--- config.mk ---
export PLATFORM = sky130hd
export DESIGN_NAME = pgsel_top
export DESIGN_NICKNAME = d
export VERILOG_FILES = /design/src/rtl/pgsel_pkg.sv /design/src/rtl/pgsel_decode.sv /design/src/rtl/pgsel_cause.sv /design/src/rtl/pgsel_top.sv
export SDC_FILE = /design/constraint.sdc
export NUM_CORES = 1
export LEC_CHECK = 0
export BUFFER_PORTS_ARGS = -buffer_cell sky130_fd_sc_hd__buf_2
export CORE_MARGIN = 1
export CORE_UTILIZATION = 45
export DETAILED_ROUTE_END_ITERATION = 10
export GPL_TIMING_DRIVEN = 0
export MAX_ROUTING_LAYER = met4
export PLACE_DENSITY = 0.78
export SETUP_SLACK_MARGIN = 0.5
export SLEW_MARGIN = 10
export SYNTH_ARGS = -nofsm -noshare
export SYNTH_HDL_FRONTEND = slang
export SYNTH_SLANG_ARGS = --single-unit
--- constraint.sdc ---
create_clock -name clk_i -period 1.9 [get_ports clk_i]
set_clock_uncertainty 0.1 [all_clocks]
set_input_delay 0.38 -clock clk_i [delete_from_list [all_inputs] [get_ports clk_i]]
set_output_delay 0.38 -clock clk_i [all_outputs]
set_load 0.02 [all_outputs]
--- src/rtl/pgsel_pkg.sv ---
package pgsel_pkg;
  localparam logic [7:0] PAGE_ADDR = 8'hff;
  localparam logic [7:0] STAT_ADDR = 8'h01;
  localparam logic [7:0] MASK_ADDR = 8'h02;
  localparam logic [7:0] SUMM_ADDR = 8'h05;
  localparam int PG_CHAN = 2;
  localparam int PG_BCAST = 3;
  localparam int LOL_BIT = 4;
  localparam int LOS_BIT = 0;

  typedef enum logic [2:0] {
    RD_NONE, RD_PAGE, RD_SHARED, RD_SUMM, RD_CHAN, RD_STAT, RD_MASK
  } rd_src_e;
endpackage

--- src/rtl/pgsel_decode.sv ---
module pgsel_decode
  import pgsel_pkg::*;
#(
  parameter int N_CH = 4,
  localparam int CW = $clog2(N_CH)
) (
  input  logic [7:0]      page_i,
  input  logic [7:0]      addr_i,
  input  logic            we_i,
  input  logic            re_i,
  output logic            page_we_o,
  output logic            sh_we_o,
  output logic            sh_re_o,
  output logic [N_CH-1:0] ch_we_o,
  output logic [N_CH-1:0] ch_re_o,
  output logic [N_CH-1:0] stat_rd_o,
  output logic [N_CH-1:0] mask_we_o,
  output rd_src_e         rd_src_o,
  output logic [CW-1:0]   rd_ch_o
);
  logic            chan_mode, bcast;
  logic [CW-1:0]   sel;
  logic [N_CH-1:0] wr_tgt, rd_tgt;

  assign chan_mode = page_i[PG_CHAN];
  assign bcast     = page_i[PG_BCAST];
  assign sel       = page_i[CW-1:0];
  assign rd_ch_o   = bcast ? '0 : sel;
  assign wr_tgt    = bcast ? '1 : (N_CH'(1) << sel);
  assign rd_tgt    = N_CH'(1) << rd_ch_o;

  always_comb begin
    page_we_o = 1'b0;
    sh_we_o   = 1'b0;
    sh_re_o   = 1'b0;
    ch_we_o   = '0;
    ch_re_o   = '0;
    stat_rd_o = '0;
    mask_we_o = '0;
    rd_src_o  = RD_NONE;
    if (addr_i == PAGE_ADDR) begin
      page_we_o = we_i;
      if (re_i) rd_src_o = RD_PAGE;
    end else if (!chan_mode) begin
      if (addr_i == SUMM_ADDR) begin
        if (re_i) rd_src_o = RD_SUMM;
      end else begin
        sh_we_o = we_i;
        sh_re_o = re_i;
        if (re_i) rd_src_o = RD_SHARED;
      end
    end else if (addr_i == STAT_ADDR) begin
      stat_rd_o = re_i ? rd_tgt : '0;
      if (re_i) rd_src_o = RD_STAT;
    end else if (addr_i == MASK_ADDR) begin
      mask_we_o = we_i ? wr_tgt : '0;
      if (re_i) rd_src_o = RD_MASK;
    end else begin
      ch_we_o = we_i ? wr_tgt : '0;
      ch_re_o = re_i ? rd_tgt : '0;
      if (re_i) rd_src_o = RD_CHAN;
    end
  end
endmodule

--- src/rtl/pgsel_cause.sv ---
module pgsel_cause
  import pgsel_pkg::*;
#(
  parameter int DW = 8
) (
  input  logic          clk_i,
  input  logic          rst_ni,
  input  logic          lol_i,
  input  logic          los_i,
  input  logic          clr_i,
  input  logic          mask_we_i,
  input  logic [DW-1:0] wdata_i,
  output logic [DW-1:0] status_o,
  output logic [DW-1:0] mask_o,
  output logic          pend_o
);
  logic lol_q, los_q, en_lol_q, en_los_q;

  // new event beats a clearing read in the same cycle
  always_ff @(posedge clk_i or negedge rst_ni) begin
    if (!rst_ni) begin
      lol_q <= 1'b0;
      los_q <= 1'b0;
    end else begin
      lol_q <= lol_i | (lol_q & ~clr_i);
      los_q <= los_i | (los_q & ~clr_i);
    end
  end

  always_ff @(posedge clk_i or negedge rst_ni) begin
    if (!rst_ni) begin
      en_lol_q <= 1'b1;
      en_los_q <= 1'b1;
    end else if (mask_we_i) begin
      en_lol_q <= wdata_i[LOL_BIT];
      en_los_q <= wdata_i[LOS_BIT];
    end
  end

  always_comb begin
    status_o = '0;
    status_o[LOL_BIT] = lol_q;
    status_o[LOS_BIT] = los_q;
    mask_o = '0;
    mask_o[LOL_BIT] = en_lol_q;
    mask_o[LOS_BIT] = en_los_q;
  end

  assign pend_o = (lol_q & en_lol_q) | (los_q & en_los_q);

  a_r6_event_sets: assert property (@(posedge clk_i) disable iff (!rst_ni)
    lol_i |=> status_o[LOL_BIT]);
  a_r6_read_clears: assert property (@(posedge clk_i) disable iff (!rst_ni)
    (clr_i && !los_i) |=> !status_o[LOS_BIT]);
  a_r6_sticky: assert property (@(posedge clk_i) disable iff (!rst_ni)
    (status_o[LOL_BIT] && !clr_i) |=> status_o[LOL_BIT]);
  a_r7_mask_load: assert property (@(posedge clk_i) disable iff (!rst_ni)
    mask_we_i |=> mask_o[LOL_BIT] == $past(wdata_i[LOL_BIT]));
endmodule

--- src/rtl/pgsel_top.sv ---
module pgsel_top
  import pgsel_pkg::*;
#(
  parameter int N_CH = 4,
  parameter int DW = 8,
  localparam int CW = $clog2(N_CH)
) (
  input  logic             clk_i,
  input  logic             rst_ni,
  input  logic [7:0]       addr_i,
  input  logic [DW-1:0]    wdata_i,
  input  logic             we_i,
  input  logic             re_i,
  output logic [DW-1:0]    rdata_o,
  output logic             sh_we_o,
  output logic             sh_re_o,
  output logic [7:0]       sh_addr_o,
  output logic [DW-1:0]    sh_wdata_o,
  input  logic [DW-1:0]    sh_rdata_i,
  output logic [N_CH-1:0]  ch_we_o,
  output logic [N_CH-1:0]  ch_re_o,
  output logic [7:0]       ch_addr_o,
  output logic [DW-1:0]    ch_wdata_o,
  input  logic [N_CH*DW-1:0] ch_rdata_i,
  input  logic [N_CH-1:0]  lol_i,
  input  logic [N_CH-1:0]  los_i,
  output logic             irq_o
);
  localparam logic [DW-1:0] PAGE_KEEP = DW'(8'h0f);

  logic [7:0]             page_q;
  logic                   page_we;
  logic [N_CH-1:0]        stat_rd, mask_we, pend;
  logic [N_CH-1:0][DW-1:0] status, mask;
  rd_src_e                rd_src;
  logic [CW-1:0]          rd_ch;
  logic [DW-1:0]          rd_next, rdata_q;

  pgsel_decode #(.N_CH(N_CH)) u_decode (
    .page_i    (page_q),
    .addr_i    (addr_i),
    .we_i      (we_i),
    .re_i      (re_i),
    .page_we_o (page_we),
    .sh_we_o   (sh_we_o),
    .sh_re_o   (sh_re_o),
    .ch_we_o   (ch_we_o),
    .ch_re_o   (ch_re_o),
    .stat_rd_o (stat_rd),
    .mask_we_o (mask_we),
    .rd_src_o  (rd_src),
    .rd_ch_o   (rd_ch)
  );

  for (genvar c = 0; c < N_CH; c++) begin : g_ch
    pgsel_cause #(.DW(DW)) u_cause (
      .clk_i     (clk_i),
      .rst_ni    (rst_ni),
      .lol_i     (lol_i[c]),
      .los_i     (los_i[c]),
      .clr_i     (stat_rd[c]),
      .mask_we_i (mask_we[c]),
      .wdata_i   (wdata_i),
      .status_o  (status[c]),
      .mask_o    (mask[c]),
      .pend_o    (pend[c])
    );
  end

  always_ff @(posedge clk_i or negedge rst_ni) begin
    if (!rst_ni) page_q <= '0;
    else if (page_we) page_q <= 8'(wdata_i & PAGE_KEEP);
  end

  always_comb begin
    rd_next = rdata_q;
    unique case (rd_src)
      RD_PAGE:   rd_next = DW'(page_q);
      RD_SHARED: rd_next = sh_rdata_i;
      RD_SUMM:   rd_next = DW'(pend);
      RD_CHAN:   rd_next = ch_rdata_i[int'(rd_ch)*DW +: DW];
      RD_STAT:   rd_next = status[rd_ch];
      RD_MASK:   rd_next = mask[rd_ch];
      default:   rd_next = rdata_q;
    endcase
  end

  always_ff @(posedge clk_i or negedge rst_ni) begin
    if (!rst_ni) rdata_q <= '0;
    else rdata_q <= rd_next;
  end

  assign rdata_o    = rdata_q;
  assign sh_addr_o  = addr_i;
  assign sh_wdata_o = wdata_i;
  assign ch_addr_o  = addr_i;
  assign ch_wdata_o = wdata_i;
  assign irq_o      = |pend;

  a_r1_page_isolated: assert property (@(posedge clk_i) disable iff (!rst_ni)
    (addr_i == PAGE_ADDR) |-> (!sh_we_o && !sh_re_o && ch_we_o == '0 && ch_re_o == '0));
  a_r2_shared_only: assert property (@(posedge clk_i) disable iff (!rst_ni)
    !page_q[PG_CHAN] |-> (ch_we_o == '0 && ch_re_o == '0));
  a_r3_single_write: assert property (@(posedge clk_i) disable iff (!rst_ni)
    (page_q[PG_CHAN] && !page_q[PG_BCAST]) |-> $onehot0(ch_we_o));
  a_r4_bcast_read_ch0: assert property (@(posedge clk_i) disable iff (!rst_ni)
    (page_q[PG_CHAN] && page_q[PG_BCAST]) |-> (ch_re_o[N_CH-1:1] == '0));
  a_r5_page_load: assert property (@(posedge clk_i) disable iff (!rst_ni)
    (we_i && addr_i == PAGE_ADDR) |=> (page_q == 8'($past(wdata_i) & PAGE_KEEP)));
  a_r10_hold: assert property (@(posedge clk_i) disable iff (!rst_ni)
    !re_i |=> $stable(rdata_o));
endmodule

Word level (Yosys, flattened, before mapping)
Cells that the tools add are included.
{ "classes": {"magnitude_cmp": 1, "n_mux": 42, "bitwise_logic": 32, "addsub": 0, "div": 0, "n_reduce_logical": 2, "mul": 0, "n_eq_ne": 10, "shift": 3} }
{ "ops": {"columns": ["op", "n"], "rows": [
  ["$mux W4", 18],
  ["$pmux W8 S6", 1],
  ["$bmux W8 S2", 2],
  ["$shiftx A32 B6 Y8", 1],
  ["$mux W3", 8],
  ["$and A1 B1 Y1", 16],
  ["$mux W8", 2],
  ["$or A1 B1 Y1", 12],
  ["$eq A3 B3 Y1 const B", 3],
  ["$eq A8 B1 Y1 const B", 1],
  ["$eq A8 B2 Y1 const B", 1],
  ["$eq A8 B3 Y1 const B", 1],
  ["$eq A8 B8 Y1 const B", 1],
  ["$mux W1", 8],
  ["$shl A1 B2 Y4 const A", 2],
  ["$eq A3 B2 Y1 const B", 2],
  ["$mux W2", 3],
  ["$reduce_bool A6 Y1", 1],
  ["$not A1 Y1", 4],
  ["$reduce_or A4 Y1", 1],
  ["$eq A3 B1 Y1 const B", 1],
  ["$lt A2 B3 Y1 const B", 1]
]} }
{ "word_totals": {"rom_bits": 0, "input_bits": 68, "out_inout_bits": 51, "ff_bits": 28, "ram_bits": 0, "n_memories": 0, "latchBits": 0} }

Depth between registers and ports, before layout
{ "logic_depth": {"ltp_word": 9, "depth_mapped": 7, "depth_no_buf": 5} }

Cells and area by module
A second synthesis with hierarchy kept.
{ "unflattened": {"hier_cells": 327, "area_unflattened_um2": 3278.1} }
{ "modules_own_cells": {"columns": ["mod", "area_each_um2", "instances", "cells_each", "seq_area_each_um2"], "rows": [
  ["pgsel_top", 1740.4, 1, 164, 300.3],
  ["pgsel_cause", 284.0, 4, 27, 102.6],
  ["pgsel_decode", 401.6, 1, 55, 0.0]
]} }

Least setup slack after synthesis
Ideal clock, no wire load.
{ "synth_path": {"path_type": "input to output", "startpoint": "input re_i", "endpoint": "output ch_re_o[1]", "cell_stages": 4, "t_arrival_ns": 1.499, "slack_ns": -0.079, "required_ns": 1.420, "path_buffers": 1, "path_cell_list": "clkbuf_1 and2_1 nand3_2 nor3_1"} }
{ "synth_between": {"elab_chain_cells": 5} }
{ "synth_rtl": {"columns": ["element", "line_no", "source"], "rows": [
  ["start: declaration", "pgsel_top.sv:13", "input logic re_i,"],
  ["$mux W4", "pgsel_decode.sv:60", "ch_re_o = re_i ? rd_tgt : '0;"],
  ["$mux W4", "pgsel_decode.sv:55", "end else if (addr_i == MASK_ADDR) begin"],
  ["$mux W4", "pgsel_decode.sv:52", "end else if (addr_i == STAT_ADDR) begin"],
  ["$mux W4", "pgsel_decode.sv:44", "end else if (!chan_mode) begin"],
  ["$mux W4", "pgsel_decode.sv:41", "if (addr_i == PAGE_ADDR) begin"],
  ["end: declaration", "pgsel_top.sv:21", "output logic [N_CH-1:0] ch_re_o,"]
]} }
Every way passes these cells.

Worst setup path in the final report
{ "layout_path": {"startpoint": "input addr_i[1]", "endpoint": "output sh_we_o"} }
{ "layout_between": {"elab_chain_cells": 4, "word_cells_on_any_way": 5} }
{ "layout_rtl": {"columns": ["element", "line_no", "source"], "rows": [
  ["start: declaration", "pgsel_top.sv:10", "input logic [7:0] addr_i,"],
  ["$eq A8 B3 Y1", "pgsel_decode.sv:45", "if (addr_i == SUMM_ADDR) begin"],
  ["$mux W1", "pgsel_decode.sv:45", null],
  ["$mux W1", "pgsel_decode.sv:44", null],
  ["$mux W1 (*)", "pgsel_decode.sv:41", null],
  ["end: declaration", "pgsel_top.sv:15", "output logic sh_we_o,"]
]} }
Every way passes the cells marked *; elsewhere a longest branch is shown, timed or not.

==> impl_metrics.toml <==
[status]
status = "complete, but fails checks"
violations = "DRC, setup timing"

[logic_synthesis]
synth_area_leaders = "dfrtp_1 (23%), buf_4 (12%), dfstp_2 (9.8%)"
yosysSeqAreaShare_pct = 33.3
synth_cell_types = 47
synth_top_area_share_pct = 23.4
synth_compound_area_share_pct = 20.8
syn_area_per_cell_sq_um = 9.06
synth_mux_area_share_pct = 11.1
synth_top_family_by_area = "compound AO/OA/AOI/OAI gates"
synth-simple-area-share_pct = 20.1
synthesis.nets = 304
synth_most_common_cell = "buf_4"
netlist_instances = 236
ys_seq_elements = 28
synthAdderAreaFrac_pct = 0
synth_top_area_cell = "dfrtp_1"
ys_warn_count = 0
synth-async-reset-ratio_pct = 100
synthFlopType = "dfrtp_1"
synth-edff-count = 0
netlist_area_sq_mm = 0.00214
synth-xor-area-share_pct = 0.410
synth_common_cells = "buf_4 (33), dfrtp_1 (20), nor2_1 (19)"

[floorplanning]
start_util_pct = 48.1
boundaryPins = 119
coreArea_sq_mm = 0.00444
die_w_um = 70.9
row_count = 24
die_h_um = 70.9
die_area_sq_mm = 0.00503

[power]
power.density_mw_per_mm2 = 488
irDropWorstVdd_v = 0.000453
leakage_nw = 1.77

[timing]
finalMaxSlewViolations = 0
fin_crit_sh_pct = 106
rsz0062_at_grt = "true"
fin_hold_ws_ns = 0.0113
hold_violations = 0
worst_pin_slew_ns = 0.670
slew-limit-headroom_pct = 55.3
max_freq_mhz = 495
finalSetupViolCount = 9
period_minus_slack_ns = 2.02
finalWorstSetupSlack_ns = -0.121
setup_tns_ns = -0.434

[clocking]
numCtsBuffers = 3
htreeDepth = 1
cts_tree = "built"
cts-root-buf = "clkbuf_8"
postCtsHoldBufs = 0
clk_latency_ns = 0.29
cts_max_path_buffers = 2
clk_pin_slew_ns = 0.11
cts.sinks = 28

[detailed_routing]
viasPerCell = 6.45
drc = 22
ant_nets = 0
num_vias = 2972
dr.first_iter.drc_count = 410
wl_per_cell_um = 22.6
wirelength_um = 10400
dr.pass1.iters = 9

[critical_path]
cp.required_ns = 1.42
cp-start-kind = "primary input"
critPathKind = "primary input to primary output"
cpLargestDelayFamily = "buffers and inverters"
crit_path_max_fanout = 5
crit_buf_inv = 5
endpoint_kind = "primary output"
max_stage_delay_ns = 0.21
cp_slowest_cell = "nor3_2"
arrival_ns = 1.54
path_cells = "buf_8 > nand4_1 > or2_1 > buf_6 > buf_4 > buf_6 > nand2_2 > nor3_2 > buf_4"

[global_routing]
grt_max_degree = 29
antenna_found_initial = 0
grt_pass1_vias = 2461
grt_first_pass_wirelength_um = 12400
overflow = 0
grtUsageTotal_pct = 33.2

[placed_design]
gp_congestion = 0.928
portBuffers = 114
dp_hpwl_um = 5020

[finish]
fillCellCount = 192
n_antenna_cell = 0
nets = 478
syn2layout_area_growth_pct = 84.4
drive_above_1_share_pct = 73.6

[flow_run]
drv_cap = 0

[hold_path]
hold_path.class = "primary input to asynchronous set/reset pin"
## cell type report
| type | count | area (sq um) | share of cell area (%) |
|---|---|---|---|
| inverter | 4 | 15.0 | 0.381 |
| buffer | 43 | 379 | 9.62 |
| timing repair buffer | 169 | 1190 | 30.1 |
| clock inverter | 1 | 30.0 | 0.762 |
| tap | 52 | 65.1 | 1.65 |
| sequential | 28 | 712 | 18.1 |
| clock buffer | 3 | 41.3 | 1.05 |
| multi-input combinational | 161 | 1510 | 38.4 |
## flip-flops by register name, summed over array words and instances (netlist names)
signal                 count
page_q                     4
rdata_o                    8
g_ch.u_cause.en_lol_q      4
g_ch.u_cause.los_q         4
g_ch.u_cause.en_los_q      4
g_ch.u_cause.lol_q         4
## placed cells by master, fill, tap and decap left out, types with 5 or more instances in the layout
cell type | netlist | routed
and3_4 | 1 | 5
buf_4 | 33 | 71
nor2_1 | 19 | 11
mux2_4 | 0 | 9
nand2_1 | 15 | 12
buf_2 | 5 | 97
buf_6 | 0 | 28
a21o_1 | 8 | 8
dfrtp_1 | 20 | 19
a22oi_2 | 0 | 9
mux2i_1 | 9 | 9
o21ai_1 | 0 | 5
nand4_1 | 6 | 6
o22ai_1 | 7 | 5
buf_8 | 0 | 7
nor2_4 | 0 | 9
dfstp_2 | 8 | 8
## power breakdown
group / switching (mW) / total [mW] / internal (mW)
Sequential: 0.0285 / 0.662 / 0.634
Clock: 0.218 / 0.501 / 0.283
Combinational: 0.397 / 0.759 / 0.362
## worst paths after layout
kind,start,to,slack (ns),cells after the start
worst max-delay path,addr_i[1],sh_we_o,-0.12,9
worst min-delay path,rst_ni,page_q[0]$_DFFE_PN0P_,0.01,1
worst max register to register,page_q[1]$_DFFE_PN0P_,rdata_o[0]$_DFFE_PN0P_,0.02,9
worst min register to register,rdata_o[6]$_DFFE_PN0P_,rdata_o[6]$_DFFE_PN0P_,0.43,1
max in group asynchronous,rst_ni,page_q[2]$_DFFE_PN0P_,1.23,1
min in group clk_i,los_i[0],g_ch[0].u_cause.los_q$_DFF_PN0_,0.16,2
## worst reg2reg max path, stage by stage (launching register included)
cell and delay (ns):
dfrtp_1 0.43, buf_6 0.15, buf_6 0.12, nor2_4 0.10
nor2_4 0.08, buf_6 0.12, buf_8 0.13, o221ai_4 0.22
nand3_2 0.11, o21a_1 0.22
## layer usage
metal	wire [um]	GRT usage (%)	vias up
li1	-	-	1194
met1	3920	41.3	1408
met2	4760	53.0	290
met3	1020	5.13	80
met4	707	15.6	0
met5	0	-	-
## per-stage QoR
stage          instance area (sq um)  instances  util, %  worst slack [ns]  power [mW]
3_3_place_gp                    2890        402     65.1            -0.192        1.18
6_report                        3940        461     88.7            -0.121        1.92
5_1_grt                         3940        461     88.7            -0.147        1.99
2_1_floorplan                   2260        236        -             0.160       0.985
3_5_place_dp                    2890        402     65.1            -0.203        1.19
4_1_cts                         3490        431     78.6           -0.0311        1.78
## what timing repair did
action	in CTS	in global routing
resized for setup	93	59
pin swaps	34	30
gates cloned	1	1
endpoints found under the hold margin	0	0
setup endpoints to repair	39	39
setup buffers	24	29
## cells by family after synthesis
logic type      count (synthesis)
mux                            22
simple gates                   75
xor+xnor                        1
flops                          28
buf+inv                        47
compound gates                 63
No activity file was read; power rests on OpenSTA's default activity.
